==> src/rtl/hsc_pkg.sv <==
// Shared encodings of the hot swap controller: state codes and the
// positions of the latched trip-cause bits.
package hsc_pkg;

    typedef enum logic [2:0] {
        ST_IDLE    = 3'd0,
        ST_DEBOUNCE = 3'd1,
        ST_INRUSH  = 3'd2,
        ST_ON      = 3'd3,
        ST_FAULT   = 3'd4,
        ST_OFFREQ  = 3'd5
    } hsc_state_e;

    localparam int unsigned FC_N      = 7;
    localparam int unsigned FC_OC     = 0;
    localparam int unsigned FC_SHORT  = 1;
    localparam int unsigned FC_SRC_OV = 2;
    localparam int unsigned FC_SRC_UV = 3;
    localparam int unsigned FC_LD_OV  = 4;
    localparam int unsigned FC_LD_UV  = 5;
    localparam int unsigned FC_TMO    = 6;

endpackage

==> src/rtl/hsc_span_timer.sv <==
// Qualified span counter: counts consecutive cycles with run high and
// pulses done in the LIMIT-th such cycle. Any cycle with run low, or the
// done cycle itself, restarts the count. Assumes LIMIT >= 1.
module hsc_span_timer #(
    parameter int unsigned LIMIT = 4,
    localparam int unsigned W = (LIMIT > 1) ? $clog2(LIMIT) : 1
) (
    input  logic clk,
    input  logic rst_n,
    input  logic run,
    output logic done
);

    logic [W-1:0] cnt_q;

    assign done = run && (cnt_q == W'(LIMIT - 1));

    // count qualifying cycles, restarting on a gap or on completion
    always_ff @(posedge clk) begin
        if (!rst_n) begin
            cnt_q <= '0;
        end else if (!run || done) begin
            cnt_q <= '0;
        end else begin
            cnt_q <= cnt_q + 1'b1;
        end
    end

endmodule

==> src/rtl/hsc_inrush_gate.sv <==
// Band-dependent hysteretic gate decision for inrush. It selects the
// threshold pair from the load-voltage band (clamped to the top band) and
// returns the gate value for the next cycle. Assumes cur_gt is a
// thermometer code of ascending current thresholds.
module hsc_inrush_gate #(
    parameter int unsigned NUM_BANDS = 4,
    localparam int unsigned LVL_W = (NUM_BANDS > 1) ? $clog2(NUM_BANDS) : 1
) (
    input  logic [LVL_W-1:0]   load_lvl,
    input  logic [NUM_BANDS:0] cur_gt,
    input  logic               gate_now,
    output logic               gate_next
);

    logic upper_hit;
    logic lower_hit;

    // pick the upper and lower current flags for the active band
    always_comb begin
        upper_hit = cur_gt[NUM_BANDS];
        lower_hit = cur_gt[NUM_BANDS-1];
        for (int k = 0; k < NUM_BANDS - 1; k++) begin
            if ({1'b0, load_lvl} == (LVL_W + 1)'(k)) begin
                upper_hit = cur_gt[k+1];
                lower_hit = cur_gt[k];
            end
        end
    end

    // bang-bang decision with hold between the two thresholds
    always_comb begin
        if (upper_hit) begin
            gate_next = 1'b0;
        end else if (!lower_hit) begin
            gate_next = 1'b1;
        end else begin
            gate_next = gate_now;
        end
    end

endmodule

==> src/rtl/hsc_trip_detect.sv <==
// Trip classifier: maps the protection flags onto cause bits, gated by the
// states in which each flag counts. Load under-voltage counts only once
// fully on, and the timeout only when the load has not caught up.
module hsc_trip_detect
    import hsc_pkg::*;
(
    input  hsc_state_e       state,
    input  logic             cur_oc,
    input  logic             fast_oc,
    input  logic             src_ov,
    input  logic             src_uv,
    input  logic             load_ov,
    input  logic             load_uv,
    input  logic             load_near_src,
    input  logic             inrush_done,
    output logic [FC_N-1:0]  trip
);

    logic live;
    assign live = (state == ST_INRUSH) || (state == ST_ON);

    // classify every active protection condition
    always_comb begin
        trip            = '0;
        trip[FC_OC]     = live && cur_oc;
        trip[FC_SHORT]  = live && fast_oc;
        trip[FC_SRC_OV] = live && src_ov;
        trip[FC_SRC_UV] = live && src_uv;
        trip[FC_LD_OV]  = live && load_ov;
        trip[FC_LD_UV]  = (state == ST_ON) && load_uv;
        trip[FC_TMO]    = (state == ST_INRUSH) && inrush_done && !load_near_src;
    end

endmodule

==> src/rtl/hot_swap_ctrl.sv <==
// Hot swap sequencing controller. It sequences idle, debounce, inrush and
// on, trips into a latched fault, and honours power-down requests. It
// assumes all inputs are synchronous to clk and that the analog thresholds
// are applied by external comparators.
module hot_swap_ctrl
    import hsc_pkg::*;
#(
    parameter int unsigned DEB_CYC    = 1500000,
    parameter int unsigned INRUSH_CYC = 500000,
    parameter int unsigned NUM_BANDS  = 4,
    localparam int unsigned LVL_W = (NUM_BANDS > 1) ? $clog2(NUM_BANDS) : 1
) (
    input  logic               clk,
    input  logic               rst_n,
    input  logic               board_present,
    input  logic               pd_remote,
    input  logic               pd_manual,
    input  logic               src_ov,
    input  logic               src_uv,
    input  logic               load_ov,
    input  logic               load_uv,
    input  logic               load_near_src,
    input  logic [LVL_W-1:0]   load_lvl,
    input  logic [NUM_BANDS:0] cur_gt,
    input  logic               cur_oc,
    input  logic               fast_oc,
    output logic               gate_en,
    output logic               power_good,
    output logic [2:0]         state_o,
    output logic [FC_N-1:0]    fault_cause
);

    hsc_state_e      state_q, state_d;
    logic            gate_q, gate_d;
    logic            bp_q, pd_q;
    logic [FC_N-1:0] cause_q;
    logic [FC_N-1:0] trip;
    logic            pd_any, src_ok, deb_qual;
    logic            deb_done, inrush_done;
    logic            hyst_gate, rearm, fault_clear;

    assign pd_any      = pd_remote || pd_manual;
    assign src_ok      = !src_ov && !src_uv;
    assign deb_qual    = board_present && src_ok && !pd_any;
    assign rearm       = (board_present && !bp_q) || (pd_any != pd_q);
    assign fault_clear = !(cur_oc || fast_oc || src_ov || src_uv || load_ov);

    hsc_span_timer #(.LIMIT(DEB_CYC)) u_deb_timer (
        .clk   (clk),
        .rst_n (rst_n),
        .run   ((state_q == ST_DEBOUNCE) && deb_qual),
        .done  (deb_done)
    );

    hsc_span_timer #(.LIMIT(INRUSH_CYC)) u_inrush_timer (
        .clk   (clk),
        .rst_n (rst_n),
        .run   (state_q == ST_INRUSH),
        .done  (inrush_done)
    );

    hsc_inrush_gate #(.NUM_BANDS(NUM_BANDS)) u_gate (
        .load_lvl  (load_lvl),
        .cur_gt    (cur_gt),
        .gate_now  (gate_q),
        .gate_next (hyst_gate)
    );

    hsc_trip_detect u_trip (
        .state         (state_q),
        .cur_oc        (cur_oc),
        .fast_oc       (fast_oc),
        .src_ov        (src_ov),
        .src_uv        (src_uv),
        .load_ov       (load_ov),
        .load_uv       (load_uv),
        .load_near_src (load_near_src),
        .inrush_done   (inrush_done),
        .trip          (trip)
    );

    // next-state selection; trips outrank requests, which outrank removal
    always_comb begin
        state_d = state_q;
        case (state_q)
            ST_IDLE:     if (deb_qual) state_d = ST_DEBOUNCE;
            ST_DEBOUNCE: begin
                if (!deb_qual)     state_d = ST_IDLE;
                else if (deb_done) state_d = ST_INRUSH;
            end
            ST_INRUSH, ST_ON: begin
                if (|trip)               state_d = ST_FAULT;
                else if (pd_any)         state_d = ST_OFFREQ;
                else if (!board_present) state_d = ST_IDLE;
                else if (state_q == ST_INRUSH && load_near_src) state_d = ST_ON;
            end
            ST_FAULT:    if (fault_clear && rearm) state_d = ST_IDLE;
            ST_OFFREQ:   if (!pd_any) state_d = ST_IDLE;
            default:     state_d = ST_IDLE;
        endcase
    end

    // gate for the next cycle: hysteresis in inrush, solid on, else off
    always_comb begin
        case (state_d)
            ST_INRUSH: gate_d = (state_q == ST_INRUSH) ? hyst_gate : 1'b1;
            ST_ON:     gate_d = 1'b1;
            default:   gate_d = 1'b0;
        endcase
    end

    // state, gate and edge-detect registers
    always_ff @(posedge clk) begin
        if (!rst_n) begin
            state_q <= ST_IDLE;
            gate_q  <= 1'b0;
            bp_q    <= 1'b0;
            pd_q    <= 1'b0;
        end else begin
            state_q <= state_d;
            gate_q  <= gate_d;
            bp_q    <= board_present;
            pd_q    <= pd_any;
        end
    end

    // latch trip causes until the fault is re-armed back to idle
    always_ff @(posedge clk) begin
        if (!rst_n) begin
            cause_q <= '0;
        end else if (state_q == ST_FAULT && state_d == ST_IDLE) begin
            cause_q <= '0;
        end else begin
            cause_q <= cause_q | trip;
        end
    end

    assign gate_en     = gate_q && !fast_oc;
    assign power_good  = (state_q == ST_ON);
    assign state_o     = state_q;
    assign fault_cause = cause_q;

endmodule

==> config.mk <==
export PLATFORM = sky130hd
export DESIGN_NAME = hot_swap_ctrl
export DESIGN_NICKNAME = d
export VERILOG_FILES = /design/src/rtl/hsc_pkg.sv /design/src/rtl/hsc_span_timer.sv /design/src/rtl/hsc_inrush_gate.sv /design/src/rtl/hsc_trip_detect.sv /design/src/rtl/hot_swap_ctrl.sv
export SDC_FILE = /design/constraint.sdc
export NUM_CORES = 1
export LEC_CHECK = 0
export CAP_MARGIN = 20
export CORE_AREA = 8 8 82 84
export CTS_CLUSTER_SIZE = 20
export DETAILED_ROUTE_END_ITERATION = 10
export DIE_AREA = 0 0 90 92
export GPL_ROUTABILITY_DRIVEN = 1
export PLACE_DENSITY = 0.75
export SKIP_LAST_GASP = 1
export SYNTH_ARGS = -nofsm -noshare
export SYNTH_HDL_FRONTEND = slang
export SYNTH_SLANG_ARGS = --single-unit
==> constraint.sdc <==
create_clock -name clk -period 3.7 [get_ports clk]
set_clock_uncertainty 0.1 [all_clocks]
set_input_delay 0.74 -clock clk [delete_from_list [all_inputs] [get_ports clk]]
set_output_delay 0.74 -clock clk [all_outputs]
set_load 0.005 [all_outputs]
==> results.sh <==
export IMPL_cts_clk_slew_worst_paths_ns=0.09
export IMPL_tns_ns=0
export IMPL_fin_ws_ns=0.844
export IMPL_required_ns=3.85
export IMPL_synth_cell_type_count=50
export IMPL_clock_sinks=53
export IMPL_hpwl_mm=3.43
export IMPL_wl_per_cell_um=12.3
export IMPL_via_count=1950
export IMPL_cts_root_buffer="clkbuf_8"
export IMPL_ctsLongestPathBuffers=2
export IMPL_port_buffers=30
export IMPL_drive_gt1_share_pct=5.52
export IMPL_antenna_found_initial=0
export IMPL_drt_wl_total_mm=4.66
export IMPL_rsz0062_at_grt="false"
export IMPL_track_usage_pct=11.6
export IMPL_start_util_pct=44.3
export IMPL_die_area_um2=8280
export IMPL_yosys_top_cells_area="dfxtp_1, nor2_1, xnor2_1, xor2_1, nand2_1"
export IMPL_post_route_period_util_pct=77.2
export IMPL_max_cap_violations=0
export IMPL_cellLeakagePower_uw=0.000896
export IMPL_cts_resized=0
export IMPL_ant_nets=0
export IMPL_dpl_worst_slack_ns=0.493
export IMPL_synthFlopType="dfxtp_1"
export IMPL_die_w_um=90
export IMPL_viasPerCell=5.13
export IMPL_rr_worst_depth=5
export IMPL_core_rowCount=27
export IMPL_grt_overflow_total=0
export IMPL_yosysTopAreaCellShare_pct=44.4
export IMPL_synth_nets=297
export IMPL_grt_max_degree=20
export IMPL_end_kind="flip-flop"
export IMPL_finalHoldViolCount=0
export IMPL_postCtsSetupRepairBufs=0
export IMPL_async_flop_share_pct=0
export IMPL_yosysTopAreaCell="dfxtp_1"
export IMPL_min_path_type="flip-flop to flip-flop"
export IMPL_cts_hold_buf=0
export IMPL_numCtsBuffers=5
export IMPL_start_kind="input pin"
export IMPL_syn_inst=276
export IMPL_whs_path_depth=1
export IMPL_synth_seq_cells=53
export IMPL_period_minus_slack_ns=2.86
export IMPL_synth_area_per_cell_um2=8.67
export IMPL_cts_tree="yes"
export IMPL_cp_max_fo=3
export IMPL_drt_iter0_markers=77
export IMPL_report_final_slew_viol_count=0
export IMPL_status="completed"
export IMPL_first_pass_iters=4
export IMPL_power_density_nw_per_um2=329
export IMPL_clk_latency_ns=0.30
export IMPL_cp_arrival_ns=3.01
export IMPL_grt_pass1_wl_mm=8.23
export IMPL_synth_area_um2=2390
export IMPL_area_growth_pct=19.2
export IMPL_gp_congestion=0.780
export IMPL_drc=0
export IMPL_fin_nets=329
export IMPL_h_tree_depth=2
export IMPL_die_h_um=92
export IMPL_io_pins=31
export IMPL_n_antenna_cell=0
export IMPL_p_total_uw=937
export IMPL_finalSetupViolations=0
export IMPL_worst_pin_slew_ns=0.792
export IMPL_worstSetupPathType="input pin to flip-flop"
export IMPL_final_cell_count_no_fill=380
export IMPL_core_area_um2=5410
export IMPL_grt_pass1_vias=1867
export IMPL_max_freq_ghz=0.350
export IMPL_dp_cells=373
export IMPL_yosysSeqAreaShare_pct=44.4
export IMPL_synth_edf_count=0
export IMPL_max_slew_margin_pct=47.1
export IMPL_ir_worst_vdd_v=0.000206
export IMPL_ys_warn_count=0
## sequential cells by signal (all words and copies together) (netlist names)
| name | count |
|---|---|
| state_o | 3 |
| fault_cause | 7 |
| u_deb_timer.cnt_q | 21 |
| u_inrush_timer.cnt_q | 19 |
| bp_q | 1 |
| pd_q | 1 |
| gate_q | 1 |
## cells in the final DEF, fill, tap and decap left out, types with 4 or more instances in the layout
master and count:
a21oi_1 10, and3_1 5, and4_1 5, clkbuf_8 6, clkdlybuf4s50_1 30, dfxtp_1 53
inv_1 8, nand2_1 21, nand2b_1 4, nand3_1 15, nand4_1 5, nor2_1 53
nor3_1 7, o21ai_0 4, xnor2_1 18, xor2_1 16
## power breakdown
part           switching [µW]  internal [µW]
logic                    14.0           23.4
clock network             180            148
registers               0.843            571
## final cells by class
cell class	instances	area (µm²)
well taps	72	90.1
flip-flops and latches	53	1060
fillers	499	2550
clock inverters	1	7.51
clock buffers	6	82.6
multi-input cells	209	1270
repair buffers	31	308
inverters	8	30.0
## cell families (layout without fill, tap and decap cells)
family                     after synthesis  count (layout)  share of synthesized area, %
xor gates and xnor gates                34              34                          12.4
muxes                                    3               3                          1.31
and+or+nand+nor                        142             142                          30.4
AOI/OAI and AO/OA                       28              28                          7.95
buffers and inverters                   14              46                          2.46
adders and majority gates                2               2                          1.05
DFF                                     53              53                          44.4
## path summary, 6_finish.rpt
path	start	end	slack, ns
hold reg to reg	u_inrush_timer.cnt_q[0]$_SDFF_PP0_	u_inrush_timer.cnt_q[0]$_SDFF_PP0_	0.37
hold / removal	u_inrush_timer.cnt_q[0]$_SDFF_PP0_	u_inrush_timer.cnt_q[0]$_SDFF_PP0_	0.37
setup / recovery	src_ov	gate_q$_SDFFE_PN0P_	0.84
setup reg to reg	u_inrush_timer.cnt_q[14]$_SDFF_PP0_	gate_q$_SDFFE_PN0P_	1.23
## layer usage
metal,GRT usage (%),share of wire [%],vias to the layer above
met4,3.47,0.77,0
met3,3.34,4.9,4
met2,19.6,46,32
li1,-,-,1024
met5,0,0,-
met1,13.9,48,890
## Yosys cell counts, drive strengths merged (2+ instances only)
cell type,count
a211oi,2
a21oi,10
and2,3
and3,6
and4,5
buf,4
clkbuf,2
dfxtp,53
ha,2
inv,8
mux2i,2
nand2,21
nand2b,4
nand3,15
nand4,5
nor2,53
nor2b,2
nor3,8
nor3b,2
nor4,3
o21ai,4
o221ai,2
or3,3
or4,4
or4b,2
or4bb,2
xnor2,18
xor2,16
## per-stage QoR
stage                     hold WS (ns)  instance area (µm²)  util (%)
final                            0.371                 2850      52.8
after global routing             0.391                 2850      52.8
after CTS                        0.379                 2850      52.8
after detailed placement         0.358                 2760      51.1
after global placement           0.340                 2760      51.1
after floorplan                  0.326                 2390         -
## worst max-delay path, stage by stage
cell and delay [ns]:
clkdlybuf4s50_1 0.44, or4_1 0.58, a2111oi_0 0.46, o21ai_0 0.25, o32ai_1 0.34, o41a_1 0.20
(Power assumes the default switching activity.)
